<file path="src/rtl/otc_pkg.sv">
package otc_pkg;
  localparam logic [31:0] OTC_START_CMD = 32'h1100_0002;
  localparam int unsigned OTC_EN_BIT    = 24;
  localparam int unsigned OTC_TRIG_BIT  = 28;

  typedef enum logic [1:0] {
    SEL_ADDR = 2'd0,
    SEL_CNT  = 2'd1,
    SEL_CTRL = 2'd2,
    SEL_NONE = 2'd3
  } reg_sel_e;

  typedef enum logic [1:0] {
    TMR_IDLE = 2'd0,
    TMR_WAIT = 2'd1,
    TMR_FIRE = 2'd2
  } tmr_state_e;
endpackage

</file>
<file path="src/rtl/otc_regs.sv">
module otc_regs
  import otc_pkg::*;
#(
  parameter int unsigned ADDR_W    = 24,
  parameter int unsigned CNT_W     = 16,
  parameter int unsigned MEM_FLOOR = 0
) (
  input  logic              clk_i,
  input  logic              rst_ni,
  input  logic              we_i,
  input  logic [1:0]        sel_i,
  input  logic [31:0]       wdata_i,
  output logic [31:0]       rdata_o,
  input  logic              busy_i,
  input  logic              irq_i,
  output logic              start_o,
  output logic              abort_o,
  output logic [ADDR_W-1:0] start_addr_o,
  output logic [CNT_W-1:0]  count_o
);
  localparam logic [ADDR_W-1:0] FLOOR_A = ADDR_W'(MEM_FLOOR);

  logic [ADDR_W-1:0] addr_q;
  logic [CNT_W-1:0]  cnt_q;
  logic [31:0]       ctrl_q;
  logic              ctrl_wr, trig;
  logic [ADDR_W:0]   floor_gap;
  logic              below_floor;

  assign start_addr_o = {addr_q[ADDR_W-1:2], 2'b00};
  assign count_o      = cnt_q;

  assign floor_gap   = {1'b0, start_addr_o} - {1'b0, FLOOR_A};
  assign below_floor = floor_gap[ADDR_W];

  assign ctrl_wr = we_i && (reg_sel_e'(sel_i) == SEL_CTRL) && !busy_i;
  assign trig    = ctrl_wr && wdata_i[OTC_EN_BIT];
  assign start_o = trig && (wdata_i == OTC_START_CMD) && !below_floor;
  assign abort_o = trig && !start_o;

  always_ff @(posedge clk_i or negedge rst_ni) begin
    if (!rst_ni) begin
      addr_q <= '0;
      cnt_q  <= '0;
      ctrl_q <= '0;
    end else begin
      if (we_i && reg_sel_e'(sel_i) == SEL_ADDR) addr_q <= wdata_i[ADDR_W-1:0];
      if (we_i && reg_sel_e'(sel_i) == SEL_CNT)  cnt_q  <= wdata_i[CNT_W-1:0];
      if (irq_i) begin
        ctrl_q[OTC_EN_BIT]   <= 1'b0;
        ctrl_q[OTC_TRIG_BIT] <= 1'b0;
      end else if (ctrl_wr) begin
        ctrl_q <= wdata_i;
      end
    end
  end

  always_comb begin
    unique case (reg_sel_e'(sel_i))
      SEL_ADDR: rdata_o = 32'(addr_q);
      SEL_CNT:  rdata_o = 32'(cnt_q);
      SEL_CTRL: rdata_o = ctrl_q;
      default:  rdata_o = '0;
    endcase
  end

  // interrupt leaves enable and trigger bits clear
  assert_ctrl_cleared_R8: assert property (@(posedge clk_i) disable iff (!rst_ni)
    irq_i |=> (!ctrl_q[OTC_EN_BIT] && !ctrl_q[OTC_TRIG_BIT]));

  // control register frozen while busy and not completing
  assert_ctrl_frozen_R11: assert property (@(posedge clk_i) disable iff (!rst_ni)
    (busy_i && !irq_i) |=> $stable(ctrl_q));
endmodule

</file>
<file path="src/rtl/otc_walker.sv">
module otc_walker #(
  parameter int unsigned ADDR_W    = 24,
  parameter int unsigned CNT_W     = 16,
  parameter int unsigned PTR_W     = 24,
  parameter int unsigned DATA_W    = 32,
  parameter int unsigned MEM_FLOOR = 0
) (
  input  logic              clk_i,
  input  logic              rst_ni,
  input  logic              start_i,
  input  logic [ADDR_W-1:0] start_addr_i,
  input  logic [CNT_W-1:0]  count_i,
  input  logic              gnt_i,
  output logic              req_o,
  output logic [ADDR_W-1:0] addr_o,
  output logic [DATA_W-1:0] data_o,
  output logic              last_o
);
  localparam logic [ADDR_W-1:0] FLOOR_A = ADDR_W'(MEM_FLOOR);
  localparam logic [ADDR_W-1:0] STEP    = ADDR_W'(4);
  localparam logic [PTR_W-1:0]  TERM    = '1;

  logic              active_q;
  logic [ADDR_W-1:0] cur_q;
  logic [CNT_W-1:0]  rem_q;
  logic              hs, near_floor, final_entry;
  logic [PTR_W-1:0]  ptr;
  logic [ADDR_W:0]   floor_gap;

  assign hs          = active_q && gnt_i;
  assign near_floor  = (cur_q - FLOOR_A) < STEP;
  assign final_entry = (rem_q == CNT_W'(1)) || near_floor;
  assign ptr         = final_entry ? TERM : PTR_W'(cur_q - STEP);
  assign floor_gap   = {1'b0, cur_q} - {1'b0, FLOOR_A};

  always_ff @(posedge clk_i or negedge rst_ni) begin
    if (!rst_ni) begin
      active_q <= 1'b0;
      cur_q    <= '0;
      rem_q    <= '0;
    end else if (start_i) begin
      active_q <= 1'b1;
      cur_q    <= start_addr_i;
      rem_q    <= (count_i == '0) ? CNT_W'(1) : count_i;
    end else if (hs) begin
      if (final_entry) begin
        active_q <= 1'b0;
      end else begin
        cur_q <= cur_q - STEP;
        rem_q <= rem_q - CNT_W'(1);
      end
    end
  end

  assign req_o  = active_q;
  assign addr_o = cur_q;
  assign data_o = DATA_W'(ptr);
  assign last_o = hs && final_entry;

  // stalled request holds its address and data
  assert_stall_hold_R6: assert property (@(posedge clk_i) disable iff (!rst_ni)
    (req_o && !gnt_i) |=> (req_o && $stable(addr_o) && $stable(data_o)));

  // a non-final accepted write moves one word down
  assert_descend_R3: assert property (@(posedge clk_i) disable iff (!rst_ni)
    (hs && !final_entry) |=> (req_o && addr_o == $past(addr_o) - STEP));

  // never request below the floor
  assert_above_floor_R5: assert property (@(posedge clk_i) disable iff (!rst_ni)
    req_o |-> !floor_gap[ADDR_W]);

  // the walk ends right after the terminator is accepted
  assert_stop_after_term_R4: assert property (@(posedge clk_i) disable iff (!rst_ni)
    (last_o && !start_i) |=> !req_o);
endmodule

</file>
<file path="src/rtl/otc_done_timer.sv">
module otc_done_timer
  import otc_pkg::*;
#(
  parameter int unsigned DELAY = 16
) (
  input  logic clk_i,
  input  logic rst_ni,
  input  logic last_i,
  input  logic abort_i,
  output logic irq_o,
  output logic busy_o
);
  localparam int unsigned CW   = (DELAY > 2) ? $clog2(DELAY - 1) : 1;
  localparam logic [CW-1:0] LOAD = CW'(DELAY - 2);

  tmr_state_e    state_q;
  logic [CW-1:0] cnt_q;

  always_ff @(posedge clk_i or negedge rst_ni) begin
    if (!rst_ni) begin
      state_q <= TMR_IDLE;
      cnt_q   <= '0;
    end else begin
      unique case (state_q)
        TMR_IDLE: begin
          if (abort_i) begin
            state_q <= TMR_FIRE;
          end else if (last_i) begin
            state_q <= TMR_WAIT;
            cnt_q   <= LOAD;
          end
        end
        TMR_WAIT: begin
          if (cnt_q == '0) state_q <= TMR_FIRE;
          else             cnt_q   <= cnt_q - CW'(1);
        end
        default: state_q <= TMR_IDLE;
      endcase
    end
  end

  assign irq_o  = (state_q == TMR_FIRE);
  assign busy_o = (state_q != TMR_IDLE);

  // interrupt is a single-cycle pulse
  assert_irq_pulse_R7: assert property (@(posedge clk_i) disable iff (!rst_ni)
    irq_o |=> !irq_o);

  // a rejected command interrupts on the next cycle
  assert_abort_irq_R9: assert property (@(posedge clk_i) disable iff (!rst_ni)
    abort_i |=> irq_o);
endmodule

</file>
<file path="src/rtl/otc_clear_dma.sv">
module otc_clear_dma #(
  parameter int unsigned ADDR_W    = 24,
  parameter int unsigned CNT_W     = 16,
  parameter int unsigned PTR_W     = 24,
  parameter int unsigned DATA_W    = 32,
  parameter int unsigned MEM_FLOOR = 0,
  parameter int unsigned IRQ_DELAY = 16
) (
  input  logic              clk_i,
  input  logic              rst_ni,
  input  logic              reg_we_i,
  input  logic [1:0]        reg_sel_i,
  input  logic [31:0]       reg_wdata_i,
  output logic [31:0]       reg_rdata_o,
  output logic              mem_req_o,
  input  logic              mem_gnt_i,
  output logic [ADDR_W-1:0] mem_addr_o,
  output logic [DATA_W-1:0] mem_wdata_o,
  output logic              irq_o
);
  logic              start, abort, last, tmr_busy, busy;
  logic [ADDR_W-1:0] start_addr;
  logic [CNT_W-1:0]  count;

  assign busy = mem_req_o || tmr_busy;

  otc_regs #(
    .ADDR_W   (ADDR_W),
    .CNT_W    (CNT_W),
    .MEM_FLOOR(MEM_FLOOR)
  ) u_regs (
    .clk_i       (clk_i),
    .rst_ni      (rst_ni),
    .we_i        (reg_we_i),
    .sel_i       (reg_sel_i),
    .wdata_i     (reg_wdata_i),
    .rdata_o     (reg_rdata_o),
    .busy_i      (busy),
    .irq_i       (irq_o),
    .start_o     (start),
    .abort_o     (abort),
    .start_addr_o(start_addr),
    .count_o     (count)
  );

  otc_walker #(
    .ADDR_W   (ADDR_W),
    .CNT_W    (CNT_W),
    .PTR_W    (PTR_W),
    .DATA_W   (DATA_W),
    .MEM_FLOOR(MEM_FLOOR)
  ) u_walker (
    .clk_i       (clk_i),
    .rst_ni      (rst_ni),
    .start_i     (start),
    .start_addr_i(start_addr),
    .count_i     (count),
    .gnt_i       (mem_gnt_i),
    .req_o       (mem_req_o),
    .addr_o      (mem_addr_o),
    .data_o      (mem_wdata_o),
    .last_o      (last)
  );

  otc_done_timer #(
    .DELAY(IRQ_DELAY)
  ) u_timer (
    .clk_i  (clk_i),
    .rst_ni (rst_ni),
    .last_i (last),
    .abort_i(abort),
    .irq_o  (irq_o),
    .busy_o (tmr_busy)
  );

  // no interrupt while writes are still pending
  assert_irq_after_writes_R7: assert property (@(posedge clk_i) disable iff (!rst_ni)
    mem_req_o |-> !irq_o);

  // a rejected command never starts a walk
  assert_abort_no_write_R9: assert property (@(posedge clk_i) disable iff (!rst_ni)
    abort |=> !mem_req_o);
endmodule

</file>
<file path="config.mk">
export PLATFORM = sky130hd
export DESIGN_NAME = otc_clear_dma
export DESIGN_NICKNAME = d
export VERILOG_FILES = /design/src/rtl/otc_pkg.sv /design/src/rtl/otc_regs.sv /design/src/rtl/otc_walker.sv /design/src/rtl/otc_done_timer.sv /design/src/rtl/otc_clear_dma.sv
export SDC_FILE = /design/constraint.sdc
export NUM_CORES = 1
export LEC_CHECK = 0
export BUFFER_PORTS_ARGS = -buffer_cell sky130_fd_sc_hd__buf_2
export CORE_MARGIN = 8
export CORE_UTILIZATION = 45
export CTS_BUF_LIST = sky130_fd_sc_hd__clkbuf_8
export CTS_CLUSTER_DIAMETER = 80
export DETAILED_ROUTE_END_ITERATION = 16
export PLACE_DENSITY = 0.79
export REMOVE_ABC_BUFFERS = 1
export SLEW_MARGIN = 10
export SYNTH_ARGS = -nofsm -noshare
export SYNTH_HDL_FRONTEND = slang
export SYNTH_HIERARCHICAL = 1
export SYNTH_SLANG_ARGS = --single-unit
</file>
<file path="constraint.sdc">
create_clock -name clk_i -period 3.7 [get_ports clk_i]
set_clock_uncertainty 0.05 [all_clocks]
set_input_delay 0.925 -clock clk_i [delete_from_list [all_inputs] [get_ports clk_i]]
set_output_delay 0.925 -clock clk_i [all_outputs]
set_load 0.03 [all_outputs]
</file>
# After elaboration in Yosys (flattened, before gate mapping)
# Index checks and enable logic that the tools add are counted.
[totals] register_bits=119 latch_bits=0 ramBits=0 rom_bits=0 output_inout_bits=90 word_cells=76 n_memories=0
[op_classes] add_sub_neg=3 n_mul=0 div=0 order_cmp=1 n_eq_ne=12 n_shift=0 mux=23 bitwise=1 n_reduce_logical=27
[ops] cell="two-way mux 24 bit" n=4
[ops] cell="one-hot mux 32 bit (3 select lines)" n=1
[ops] cell="two-way mux 16 bit" n=4
[ops] cell="equality test 32 x 29 -> 1 bit (second input constant)" n=1
[ops] cell="two-way mux 29 bit" n=1
[ops] cell="less-than comparator 24 x 3 -> 1 bit (second input constant)" n=1
[ops] cell="subtractor 24 x 3 -> 24 bit (second input constant)" n=1
[ops] cell="equality test 16 x 1 -> 1 bit (second input constant)" n=1
[ops] cell="zero test 16 bit" n=1
[ops] cell="subtractor 16 x 1 -> 16 bit (second input constant)" n=1
[ops] cell="two-way mux 4 bit" n=3
[ops] cell="nonzero test 2 bit" n=5
[ops] cell="logical AND 1 bit" n=9
[ops] cell="!= test 2 bit (second input constant)" n=4
[ops] cell="one-hot mux 4 bit (2 select lines)" n=1
[ops] cell="AND reduction 2 bit" n=4
[ops] cell="two-way mux 2 bit" n=3
[ops] cell="two-way mux 1 bit" n=5
[ops] cell="equality test 2 x 1 -> 1 bit (second input constant)" n=2
[ops] cell="equality test 2 bit (second input constant)" n=2
[ops] cell="zero test 2 bit" n=2
[ops] cell="zero test 4 bit" n=1
[ops] cell="one-hot mux 2 bit (2 select lines)" n=1
[ops] cell="AND reduction 4 bit" n=1
[ops] cell="other kinds (6)" n=8

# Longest topological paths before layout
# Gate-level depths: netlist (run 1).
[depth] depth_word=10 depth_mapped=10

# Hierarchy
# Netlist (run 1), hierarchy kept.
[modules_own_cells] module="otc_regs" n_inst=1 cells_per_inst=278 area_per_inst_um2=3528.4
[modules_own_cells] module="otc_walker" n_inst=1 cells_per_inst=369 area_per_inst_um2=3067.9
[modules_own_cells] module="otc_done_timer" n_inst=1 cells_per_inst=29 area_per_inst_um2=339.1
[modules_own_cells] module="otc_clear_dma" n_inst=1 cells_per_inst=1 area_per_inst_um2=6.3

# Worst setup path after synthesis (run 1)
# Ideal clock, no wire load.
[synth_path] kind="flip-flop to output port" start="reg u_walker.cur_q[16] (netlist: u_walker/addr_o[16])" end="out mem_wdata_o[3]" arrival_ns=2.683 required_time_ns=2.725 setup_slack_ns=0.042 stages_incl_launch_ff=9 n_path_buf=4 path_cell_list="dfrtp_1 > buf_6 > or4_4 > or4_1 > buf_2 > o32a_1 > clkbuf_1 > buf_1 > nand2_1"
[synth_via] elab_chain_len=3
[synth_lines] element="from (decl)" line="otc_walker.sv:24" source="logic [ADDR_W-1:0] cur_q;"
[synth_lines] element="from (signal assigned)" line="otc_walker.sv:43" source="cur_q <= start_addr_i;"
[synth_lines] element="from (signal assigned)" line="otc_walker.sv:49" source="cur_q <= cur_q - STEP;"
[synth_lines] element="less-than comparator 24 x 3 -> 1 bit" line="otc_walker.sv:31" source="assign near_floor = (cur_q - FLOOR_A) < STEP;"
[synth_lines] element="logical OR 1 bit" line="otc_walker.sv:32" source="assign final_entry = (rem_q == CNT_W'(1)) || near_floor;"
[synth_lines] element="two-way mux 24 bit" line="otc_walker.sv:33" source="assign ptr = final_entry ? TERM : PTR_W'(cur_q - STEP);"
[synth_lines] element="to (decl)" line="otc_clear_dma.sv:18" source="output logic [DATA_W-1:0] mem_wdata_o,"
# Every way passes these cells.

# Worst setup path in the final report (run 1)
[layout_path] start="reg u_walker.cur_q[16] (netlist: u_walker/addr_o[16])" end="out mem_wdata_o[14]"
# Same word-level chain as after synthesis.

==> results of run 1 <==
## layout make-up
cell class | count | area, sq um
fill | 1342 | 7050
timing repair buffer | 151 | 858
multi-input combinational | 487 | 3560
sequential | 119 | 2980
clock inverter | 14 | 185
clock buffer | 18 | 248
tap | 188 | 235
inverter | 9 | 33.8
antenna | 1 | 2.50
## flip-flops by register name (all words and copies together) (netlist names)
signal	count
u_regs/addr_q	24
u_regs/count_o	16
u_regs/ctrl_q	32
u_timer/cnt_q	4
u_timer/state_q	2
u_walker/addr_o	24
u_walker/rem_q	16
u_walker/req_o	1
## cell families (layout without fill, tap and decap cells)
group	Yosys count	in the layout	share of synthesized area [%]
AND/OR/NAND/NOR	252	252	20.5
flip-flops	119	119	42.9
AO/OA/AOI/OAI	102	103	10.4
multiplexers	99	99	15.6
buffers and inverters	80	192	7.39
XOR/XNOR	19	19	2.40
adder cells (fa/ha/maj)	4	4	0.721
other	2	11	0.108
## metal layers
metal / share of wire, % / wire length [um] / up-vias
met5: 0 / 0 / -
met4: 0.57 / 109 / 0
met3: 8.3 / 1580 / 12
met2: 48 / 9070 / 213
met1: 43 / 8210 / 2855
li1: - / - / 2672
## worst paths after layout
kind | start | to | slack, ns
max in group asynchronous | rst_ni | u_timer/state_q[0] | 2.27
min in group asynchronous | rst_ni | u_regs/ctrl_q[2] | 0.55
max reg2reg | u_walker/addr_o[16] | u_walker/addr_o[15] | 0.80
min reg2reg | u_regs/ctrl_q[29] | u_regs/ctrl_q[29] | 0.45
min | u_regs/ctrl_q[29] | u_regs/ctrl_q[29] | 0.45
max | u_walker/addr_o[16] | mem_wdata_o[14] | 0.06
## through the flow
stage / worst slack, ns / hold slack, ns / utilization, % / instances / power, W
after floorplan: -1.67 / 0.422 / - / 614 / 0.00225
after detailed placement: 0.172 / 0.438 / 49.8 / 947 / 0.00255
final: 0.0561 / 0.451 / 53.5 / 987 / 0.00381
after global placement: 0.227 / 0.431 / 49.8 / 947 / 0.00251
after global routing: -0.0374 / 0.477 / 53.5 / 986 / 0.00398
after CTS: 0.0115 / 0.456 / 53.0 / 981 / 0.00383
## Yosys cell counts, types with 3 or more instances
cell type,count,area [sq um]
nand4_1,6,37.5
nand3b_1,3,22.5
o311ai_0,7,61.3
nand2b_1,4,25.0
nor2b_1,4,25.0
nand3_1,17,85.1
dfrtp_1,119,2980
nor3_1,10,50.1
inv_1,8,30.0
a21oi_1,5,25.0
or2_2,5,31.3
o21ai_0,20,100
o211ai_1,7,52.6
o21ai_1,3,15.0
clkbuf_1,20,75.1
xor2_1,13,114
nor4_1,17,106
a31oi_1,25,156
mux2_2,71,800
buf_6,9,101
or3_1,9,56.3
nand2_1,63,236
mux2i_1,26,260
or4_1,27,203
and2_1,9,56.3
or2_1,3,18.8
nor2_1,54,203
buf_4,38,285
o31ai_1,20,150
xnor2_1,6,52.6
ha_1,4,50.1
## report_power, final
part	internal, W	leakage (nW)	switching [W]	total [W]
clock network	0.000745	0.219	0.000539	0.00128
registers	0.00156	1.50	0.000195	0.00176
logic	0.000348	2.08	0.000418	0.000766
## repair_timing
action	CTS	global route
endpoints found under the hold margin	0	0
cloned	0	1
buffers inserted	2	4
gates resized for setup	7	12
endpoints found under the setup margin	18	12
## worst reg2reg max path, stage by stage (launching register included)
cell and delay, ns:
dfrtp_1 0.46, or4_4 0.52, or4_4 0.50, o32ai_4 0.55, buf_4 0.35, o311ai_0 0.19
o311ai_0 0.14
==> results.sh, run 1 <==
export IMPL_finalCriticalPeriod_ns=3.64
export IMPL_gp_congestion=0.887
export IMPL_via_per_inst=5.83
export IMPL_crit_chain="or4_4, or4_4, o32a_2, nand2_1, buf_2"
export IMPL_numCtsBuffers=17
export IMPL_path_clk_slew_ns=0.07
export IMPL_nets=827
export IMPL_min_path_type="reg -> reg"
export IMPL_rsz0062_at_grt="yes"
export IMPL_hpwl_mm=13.7
export IMPL_crit_cells=5
export IMPL_synth_distinct_cells=66
export IMPL_grt_usage_pct=18.8
export IMPL_syn_area_sq_um=6940
export IMPL_slew_headroom_pct=40.7
export IMPL_pin_count=128
export IMPL_grt_pass1_vias=5517
export IMPL_cpMostUsedCell="or4_4"
export IMPL_avgSynthCellArea_sq_um=10.3
export IMPL_crit_family="simple AND/OR/NAND/NOR gates"
export IMPL_path_buf_inv=1
export IMPL_syn_to_final_growth_pct=16.7
export IMPL_synthArstFlopShare_pct=100
export IMPL_busiest_layer="met2"
export IMPL_peakVddDrop_uv=313
export IMPL_hold_viol_final=0
export IMPL_cp_max_fo=9
export IMPL_die_x_um=140
export IMPL_grt_overflow=0
export IMPL_final_common_cell="dfrtp_1"
export IMPL_required_ns=2.72
export IMPL_crit_path_end_kind="output port"
export IMPL_netlist_instances=677
export IMPL_power_leakage_nw=3.80
export IMPL_die_h_um=140
export IMPL_start_kind="register"
export IMPL_globalRouteMet2Util_pct=30.1
export IMPL_drt_iter0_drc=547
export IMPL_h_tree_depth=4
export IMPL_p_per_area_nw_per_um2=470
export IMPL_antenna_found_initial=0
export IMPL_coreArea_sq_um=15100
export IMPL_final_area_sq_um=8100
export IMPL_crit_type="reg -> out"
export IMPL_drive_above_1_share_pct=36.1
export IMPL_synth_edf_count=0
export IMPL_cts_root_buf="clkbuf_8"
export IMPL_tightestPinTransition_ns=0.889
export IMPL_initial_utilization_pct=45.8
export IMPL_cp_slowest_cell="or4_4"
export IMPL_max_freq_ghz=0.274
export IMPL_drc=0
export IMPL_clk_path_buf_depth=2
export IMPL_ys_flop_type="dfrtp_1"
export IMPL_setup_viol_count_final=0
export IMPL_arrival_ns=2.67
export IMPL_critical_path_max_stage_delay_ns=0.52
export IMPL_dieArea_sq_um=19700
export IMPL_drtPass1Iterations=6
export IMPL_routed_wl_mm=19.0
export IMPL_fin_setup_tns_ns=0
export IMPL_grt_pass1_wl_mm=29.8
export IMPL_rows=45
export IMPL_status="completed"
export IMPL_clk_latency_ns=0.44
export IMPL_fin_crit_sh_pct=98.5
export IMPL_numPortBuffers=119
export IMPL_max_cap_viol_count=0
export IMPL_place_area_sq_um=7540
export IMPL_clock_sinks=119
export IMPL_min_delay_path_depth=1
export IMPL_wl_per_cell_um=19.2
export IMPL_final_cell_mix="dfrtp_1 (116), buf_2 (115), mux2_2 (71)"
export IMPL_grt_use_met1_pct=24.2
export IMPL_drt_antenna_violating_nets=0
export IMPL_grt_use_met3_pct=5.88
export IMPL_holdBufCountCts=0
export IMPL_cts_tree="built"
export IMPL_grt_start_max_net_pins=69
export IMPL_vias=5752
export IMPL_yosysSeqAreaShare_pct=42.9
export IMPL_r2r_cells=6
export IMPL_synth_warnings=6
export IMPL_slew_viol_final=0
export IMPL_ys_seq_elements=119
Note: power is estimated with default switching activity, not from simulation.
==> inputs of run 2 (changes only) <==
--- a/config.mk
+++ b/config.mk
@@ -5,6 +5,7 @@
 export SDC_FILE = /design/constraint.sdc
 export NUM_CORES = 1
 export LEC_CHECK = 0
+export ABC_AREA = 1
 export BUFFER_PORTS_ARGS = -buffer_cell sky130_fd_sc_hd__buf_2
 export CORE_MARGIN = 8
 export CORE_UTILIZATION = 45
@@ -13,7 +14,6 @@
 export DETAILED_ROUTE_END_ITERATION = 16
 export PLACE_DENSITY = 0.79
 export REMOVE_ABC_BUFFERS = 1
-export SLEW_MARGIN = 10
 export SYNTH_ARGS = -nofsm -noshare
 export SYNTH_HDL_FRONTEND = slang
 export SYNTH_HIERARCHICAL = 1
==> run 2 against run 1 <==
Die area increased by 2.7%. First-iteration DRC count decreased by 11%. Total power decreased by 4.1%. Synthesized cell count increased by 47%. Cell area increased by 0.48%. Clock-buffer cell count unchanged. Sequential share of layout area decreased by 0.22 points. Cell count increased by 33%. Global-route usage increased by 1.4 points. Synthesized area increased by 3.0%. Worst hold slack got worse by 0.017 ns. Clock power decreased by 5%.
==> results.sh, run 2 <==
export IMPL_fin_util_pct=51.8
export IMPL_via_per_inst=5.11
export IMPL_start_kind="register"
export IMPL_synth_edf_count=0
export IMPL_drtPass1Iterations=5
export IMPL_crit_chain="inv_1, ha_1, nand2_1, nor2_2, nand3_2, nand2_4, inv_2, nand3_1, buf_2"
export IMPL_path_buf_inv=3
export IMPL_ys_flop_type="dfrtp_1"
export IMPL_drt_antenna_violating_nets=0
export IMPL_slew_viol_final=0
export IMPL_finalCriticalPeriod_ns=3.51
export IMPL_synth_top_area_share_pct=41.6
export IMPL_syn_area_sq_um=7150
export IMPL_final_common_cell="nand2_1"
export IMPL_routed_wl_mm=19.9
export IMPL_whs_ns=0.434
export IMPL_required_ns=2.72
export IMPL_grt_pass1_wl_mm=32.7
export IMPL_max_cap_viol_count=0
export IMPL_clk_latency_ns=0.45
export IMPL_arrival_ns=2.54
export IMPL_ys_seq_elements=119
export IMPL_synth_distinct_cells=38
export IMPL_initial_utilization_pct=45.5
export IMPL_synth_warnings=6
export IMPL_holdBufCountCts=0
export IMPL_drt_iter0_drc=489
export IMPL_wl_per_cell_um=15.1
export IMPL_min_path_type="reg -> reg"
export IMPL_dp_cells=1283
export IMPL_tightestPinTransition_ns=0.733
export IMPL_rsz0062_at_grt="no"
export IMPL_ys_top_cells_by_count="nand2_1 (333), dfrtp_1 (119), nand3_1 (108)"
export IMPL_grt_start_max_net_pins=59
export IMPL_ys_top_cells_by_area="dfrtp_1 (42%), nand2_1 (17%), nand3_1 (7.6%), nor2_1 (4.7%), inv_1 (4.5%)"
export IMPL_pwr_share_clk_pct=33.5
export IMPL_synthArstFlopShare_pct=100
export IMPL_crit_type="reg -> out"
export IMPL_cts_tree="built"
export IMPL_rows=46
export IMPL_reg2reg_setup_slack_ns=0.95
export IMPL_swShare_pct=32.9
export IMPL_die_h_um=142
export IMPL_drive_above_1_share_pct=20.6
export IMPL_cts_repair_resize_count=0
export IMPL_die_x_um=142
export IMPL_r2r_start="u_timer/state_q[1]"
export IMPL_stdcell_count=1315
export IMPL_gp_congestion=0.897
export IMPL_crit_family="simple AND/OR/NAND/NOR gates"
export IMPL_nFillCells=1552
export IMPL_power_leakage_nw=4.39
export IMPL_largest_reg_flops=32
export IMPL_netlist_instances=998
export IMPL_fin_setup_tns_ns=0
export IMPL_numCtsBuffers=17
export IMPL_max_freq_ghz=0.285
export IMPL_setup_viol_count_final=0
export IMPL_hpwl_mm=14.2
export IMPL_r2r_cells=12
export IMPL_path_clk_slew_ns=0.07
export IMPL_peakVddDrop_uv=367
export IMPL_p_int_w=0.00245
export IMPL_antenna_found_initial=0
export IMPL_h_tree_depth=4
export IMPL_cp_max_fo=17
export IMPL_diodes=0
export IMPL_fin_crit_sh_pct=94.9
export IMPL_cp_slowest_cell="dfrtp_1"
export IMPL_grt_use_met1_pct=27.1
export IMPL_clock_sinks=119
export IMPL_switchingPower_w=0.00120
export IMPL_globalRouteMet2Util_pct=31.1
export IMPL_hold_end="u_regs/ctrl_q[26]"
export IMPL_synth_top_area_cell="dfrtp_1"
export IMPL_slew_headroom_pct=51.2
export IMPL_synth_most_common_cell="nand2_1"
export IMPL_pin_count=128
export IMPL_crit_path_end_kind="output port"
export IMPL_min_delay_path_depth=2
export IMPL_coreArea_sq_um=15700
export IMPL_cts_root_buf="clkbuf_8"
export IMPL_min_from="u_regs/ctrl_q[26]"
export IMPL_pwr_share_seq_pct=46.8
export IMPL_grt_pass1_vias=6479
export IMPL_vias=6716
export IMPL_combPwrFrac_pct=19.7
export IMPL_nets=1128
export IMPL_grt_usage_pct=20.2
export IMPL_p_per_area_nw_per_um2=449
export IMPL_hold_viol_final=0
export IMPL_final_cell_mix="nand2_1 (333), dfrtp_1 (119), buf_2 (118)"
export IMPL_post_cts_setup_buffer_count=0
export IMPL_avgSynthCellArea_sq_um=7.17
export IMPL_busiest_layer="met2"
export IMPL_yosysSeqAreaShare_pct=41.6
export IMPL_grt_overflow=0
export IMPL_numPortBuffers=119
export IMPL_status="completed"
export IMPL_grt_use_met3_pct=5.64
export IMPL_drc=0
export IMPL_dieArea_sq_um=20200
export IMPL_regMostFlops="u_regs/ctrl_q"
export IMPL_syn_to_final_growth_pct=13.8
export IMPL_critical_path_max_stage_delay_ns=0.42
export IMPL_reg2reg_to="u_walker/rem_q[8]"
export IMPL_clk_path_buf_depth=2
run 2: power groups by stage:
stage | clock [W] | combinational, W | sequential (W)
2_1_floorplan | 0 | 0.000501 | 0.00168
3_3_place_gp | 0 | 0.000707 | 0.00172
3_5_place_dp | 0 | 0.000724 | 0.00173
4_1_cts | 0.00125 | 0.000729 | 0.00171
5_1_grt | 0.00131 | 0.000810 | 0.00174
6_report | 0.00122 | 0.000720 | 0.00171
run 2: worst max-delay path by stage:
stage               slack [ns]  depth (start not counted)          startpoint            endpoint
floorplan                -1.40                          9        reg_sel_i[0]  u_walker/addr_o[2]
global placement          0.62                          8        reg_sel_i[0]     reg_rdata_o[13]
detailed placement        0.60                         11        reg_sel_i[0]  u_walker/rem_q[11]
CTS                       0.12                          9  u_walker/addr_o[2]     mem_wdata_o[21]
global route              0.01                          9  u_walker/addr_o[2]     mem_wdata_o[15]
finish                    0.19                          9  u_walker/addr_o[2]     mem_wdata_o[15]
run 2: layout make-up:
type | instances | area [sq um] | area share [%]
multi-input cells | 724 | 3420 | 42.0
clock buffers | 18 | 248 | 3.04
repair buffers | 129 | 711 | 8.73
inverters | 95 | 359 | 4.41
flip-flops and latches | 119 | 2980 | 36.6
clock inverters | 14 | 158 | 1.94
well taps | 216 | 270 | 3.32
run 2: logic make-up after synthesis:
logic type	Yosys count	synth area share, %
xor gates and xnor gates	12	1.47
adders and majority gates	4	0.700
DFF	119	41.6
buffers and inverters	163	11.2
other	2	0.105
and+or+nand+nor	587	35.9
AOI/OAI and AO/OA	111	8.94
run 2: routing by layer:
layer	vias to the layer above	part of all wire [%]
li1	3296	-
met1	3099	45
met2	300	45
met3	21	9.4
met4	0	1.2
met5	-	0
run 2: worst register-to-register path: cells and delay by family, from the launching register on:
| family | cells | cell delay (ns) |
|---|---|---|
| AOI/OAI and AO/OA | 1 | 0.07 |
| buffers and inverters | 4 | 0.55 |
| DFF | 1 | 0.41 |
| and+or+nand+nor | 7 | 1.60 |
run 2: metrics by stage:
stage          worst slack, ns  instance area [sq um]  power [W]
6_report                 0.188                   8140    0.00365
5_1_grt                 0.0138                   8140    0.00386
4_1_cts                  0.123                   8130    0.00368
3_5_place_dp             0.598                   7730    0.00245
3_3_place_gp             0.616                   7730    0.00242
2_1_floorplan            -1.40                   6740    0.00218
==> inputs of run 3 (changes only) <==
--- a/config.mk
+++ b/config.mk
@@ -8,11 +8,11 @@
 export ABC_AREA = 1
 export BUFFER_PORTS_ARGS = -buffer_cell sky130_fd_sc_hd__buf_2
 export CORE_MARGIN = 8
-export CORE_UTILIZATION = 45
+export CORE_UTILIZATION = 55
 export CTS_BUF_LIST = sky130_fd_sc_hd__clkbuf_8
 export CTS_CLUSTER_DIAMETER = 80
 export DETAILED_ROUTE_END_ITERATION = 16
-export PLACE_DENSITY = 0.79
+export PLACE_DENSITY = 0.91
 export REMOVE_ABC_BUFFERS = 1
 export SYNTH_ARGS = -nofsm -noshare
 export SYNTH_HDL_FRONTEND = slang
==> run 3 against run 2 <==
Cell count fell by 3.6%. Core utilization increased by 11 points. Die area fell by 16%. Non-clock buffer count decreased by 2. Clock-buffer cell count up 2. Worst setup slack better by 0.038 ns. Critical path depth is the same.
==> results.sh, run 3 (synthesis gave the netlist of run 2 again) <==
export IMPL_status="completed"
export IMPL_setup_viol_count_final=0
export IMPL_critical_path_max_stage_delay_ns=0.41
export IMPL_rsz0062_at_grt="no"
export IMPL_drtPass1Iterations=7
export IMPL_p_int_w=0.00234
export IMPL_crit_start="u_walker/addr_o[2]"
export IMPL_slew_headroom_pct=27.6
export IMPL_drt_antenna_violating_nets=0
export IMPL_fin_util_pct=63.1
export IMPL_drive_above_1_share_pct=20.4
export IMPL_pwr_share_seq_pct=49.0
export IMPL_start_kind="register"
export IMPL_cts_root_buf="clkbuf_8"
export IMPL_grt_pass1_wl_mm=31.2
export IMPL_drc=0
export IMPL_coreArea_sq_um=12700
export IMPL_max_freq_ghz=0.288
export IMPL_cp_max_fo=17
export IMPL_largest_reg_flops=32
export IMPL_path_buf_inv=3
export IMPL_path_clk_slew_ns=0.07
export IMPL_clk_path_buf_depth=2
export IMPL_power_leakage_nw=4.36
export IMPL_nets=1126
export IMPL_antenna_found_initial=2
export IMPL_p_per_area_nw_per_um2=436
export IMPL_arrival_ns=2.50
export IMPL_numPortBuffers=119
export IMPL_whs_ns=0.433
export IMPL_rows=41
export IMPL_crit_family="simple AND/OR/NAND/NOR gates"
export IMPL_cp_slowest_cell="dfrtp_1"
export IMPL_cts_tree="built"
export IMPL_slew_viol_final=0
export IMPL_syn_to_final_growth_pct=11.9
export IMPL_pin_count=128
export IMPL_drt_iter0_drc=689
export IMPL_combPwrFrac_pct=20.5
export IMPL_h_tree_depth=4
export IMPL_max_cap_viol_count=0
export IMPL_grt_start_max_net_pins=59
export IMPL_hold_viol_final=0
export IMPL_vias=6734
export IMPL_grt_pass1_vias=6313
export IMPL_crit_type="reg -> out"
export IMPL_grt_overflow=0
export IMPL_crit_path_end_kind="output port"
export IMPL_die_x_um=130
export IMPL_final_cell_mix="nand2_1 (333), dfrtp_1 (119), buf_2 (118)"
export IMPL_required_ns=2.72
export IMPL_gp_congestion=0.904
export IMPL_crit_chain="inv_1, ha_2, nand2_1, nor2_2, nand3_2, nand2_2, inv_2, nand3_1, buf_2"
export IMPL_r2r_start="u_walker/addr_o[2]"
export IMPL_final_common_cell="nand2_1"
export IMPL_numCtsBuffers=17
export IMPL_initial_utilization_pct=56.5
export IMPL_fin_crit_sh_pct=93.9
export IMPL_routed_wl_mm=19.1
export IMPL_switchingPower_w=0.00115
export IMPL_min_from="u_regs/ctrl_q[27]"
export IMPL_clk_latency_ns=0.44
export IMPL_min_path_type="reg -> reg"
export IMPL_regMostFlops="u_regs/ctrl_q"
export IMPL_hpwl_mm=13.7
export IMPL_peakVddDrop_uv=274
export IMPL_dieArea_sq_um=16900
export IMPL_via_per_inst=5.31
export IMPL_wl_per_cell_um=15.1
export IMPL_grt_usage_pct=23.4
export IMPL_finalCriticalPeriod_ns=3.47
export IMPL_pwr_share_clk_pct=30.6
export IMPL_post_cts_setup_buffer_count=0
export IMPL_swShare_pct=32.8
export IMPL_clock_sinks=119
export IMPL_tightestPinTransition_ns=1.08
export IMPL_holdBufCountCts=0
export IMPL_die_h_um=130
[run 3: final timing paths]
| path | to | slack [ns] | cells after the start |
|---|---|---|---|
| max in group asynchronous | u_regs/ctrl_q[18] | 2.44 | 2 |
| max | mem_wdata_o[15] | 0.23 | 9 |
| min in group asynchronous | u_regs/addr_q[1] | 0.45 | 1 |
| min | u_regs/ctrl_q[27] | 0.43 | 2 |
| max reg2reg | u_walker/addr_o[8] | 1.04 | 9 |
| min reg2reg | u_regs/ctrl_q[27] | 0.43 | 2 |
[run 3: cell type report]
class | count | area (sq um)
timing repair buffer | 127 | 683
antenna | 1 | 2.50
inverter | 95 | 359
multi-input combinational | 724 | 3410
fill | 1158 | 4670
clock inverter | 10 | 80.1
clock buffer | 20 | 275
sequential | 119 | 2980
tap | 172 | 215
[run 3: metrics by stage]
stage | power [W] | worst slack, ns | TNS, ns | instances | area [sq um]
4_1_cts | 0.00351 | 0.209 | 0 | 1267 | 8000
3_3_place_gp | 0.00241 | 0.654 | 0 | 1237 | 7640
6_report | 0.00349 | 0.226 | 0 | 1268 | 8000
3_5_place_dp | 0.00244 | 0.638 | 0 | 1237 | 7640
5_1_grt | 0.00369 | 0.0501 | 0 | 1268 | 8000
2_1_floorplan | 0.00218 | -1.40 | -46.48 | 938 | 6740
[run 3: worst min-delay path, delay by kind of cell (launching register included)]
family           cells  cell delay (ns)
and+or+nand+nor      2             0.10
DFF                  1             0.35
[run 3: repair_timing]
item / 4_1_cts / 5_1_grt
gates resized for setup: 0 / 1
endpoints found under the hold margin: 0 / 0
setup endpoints to repair: 0 / 3
[run 3: metal layers]
metal  global-route usage (%)  vias up  share of wire [%]
met1                     31.3     3091                 43
li1                         -     3295                  -
met3                     5.55       30                9.4
met5                        0        -              0.063
met4                     8.06        2                1.9
met2                     36.3      316                 45
[run 3: power groups by stage]
stage	registers, W	clock network [W]	logic (W)
after global placement	0.00172	0	0.000692
after floorplan	0.00168	0	0.000501
after detailed placement	0.00172	0	0.000716
final	0.00171	0.00107	0.000714
after global routing	0.00174	0.00115	0.000801
after CTS	0.00171	0.00109	0.000716
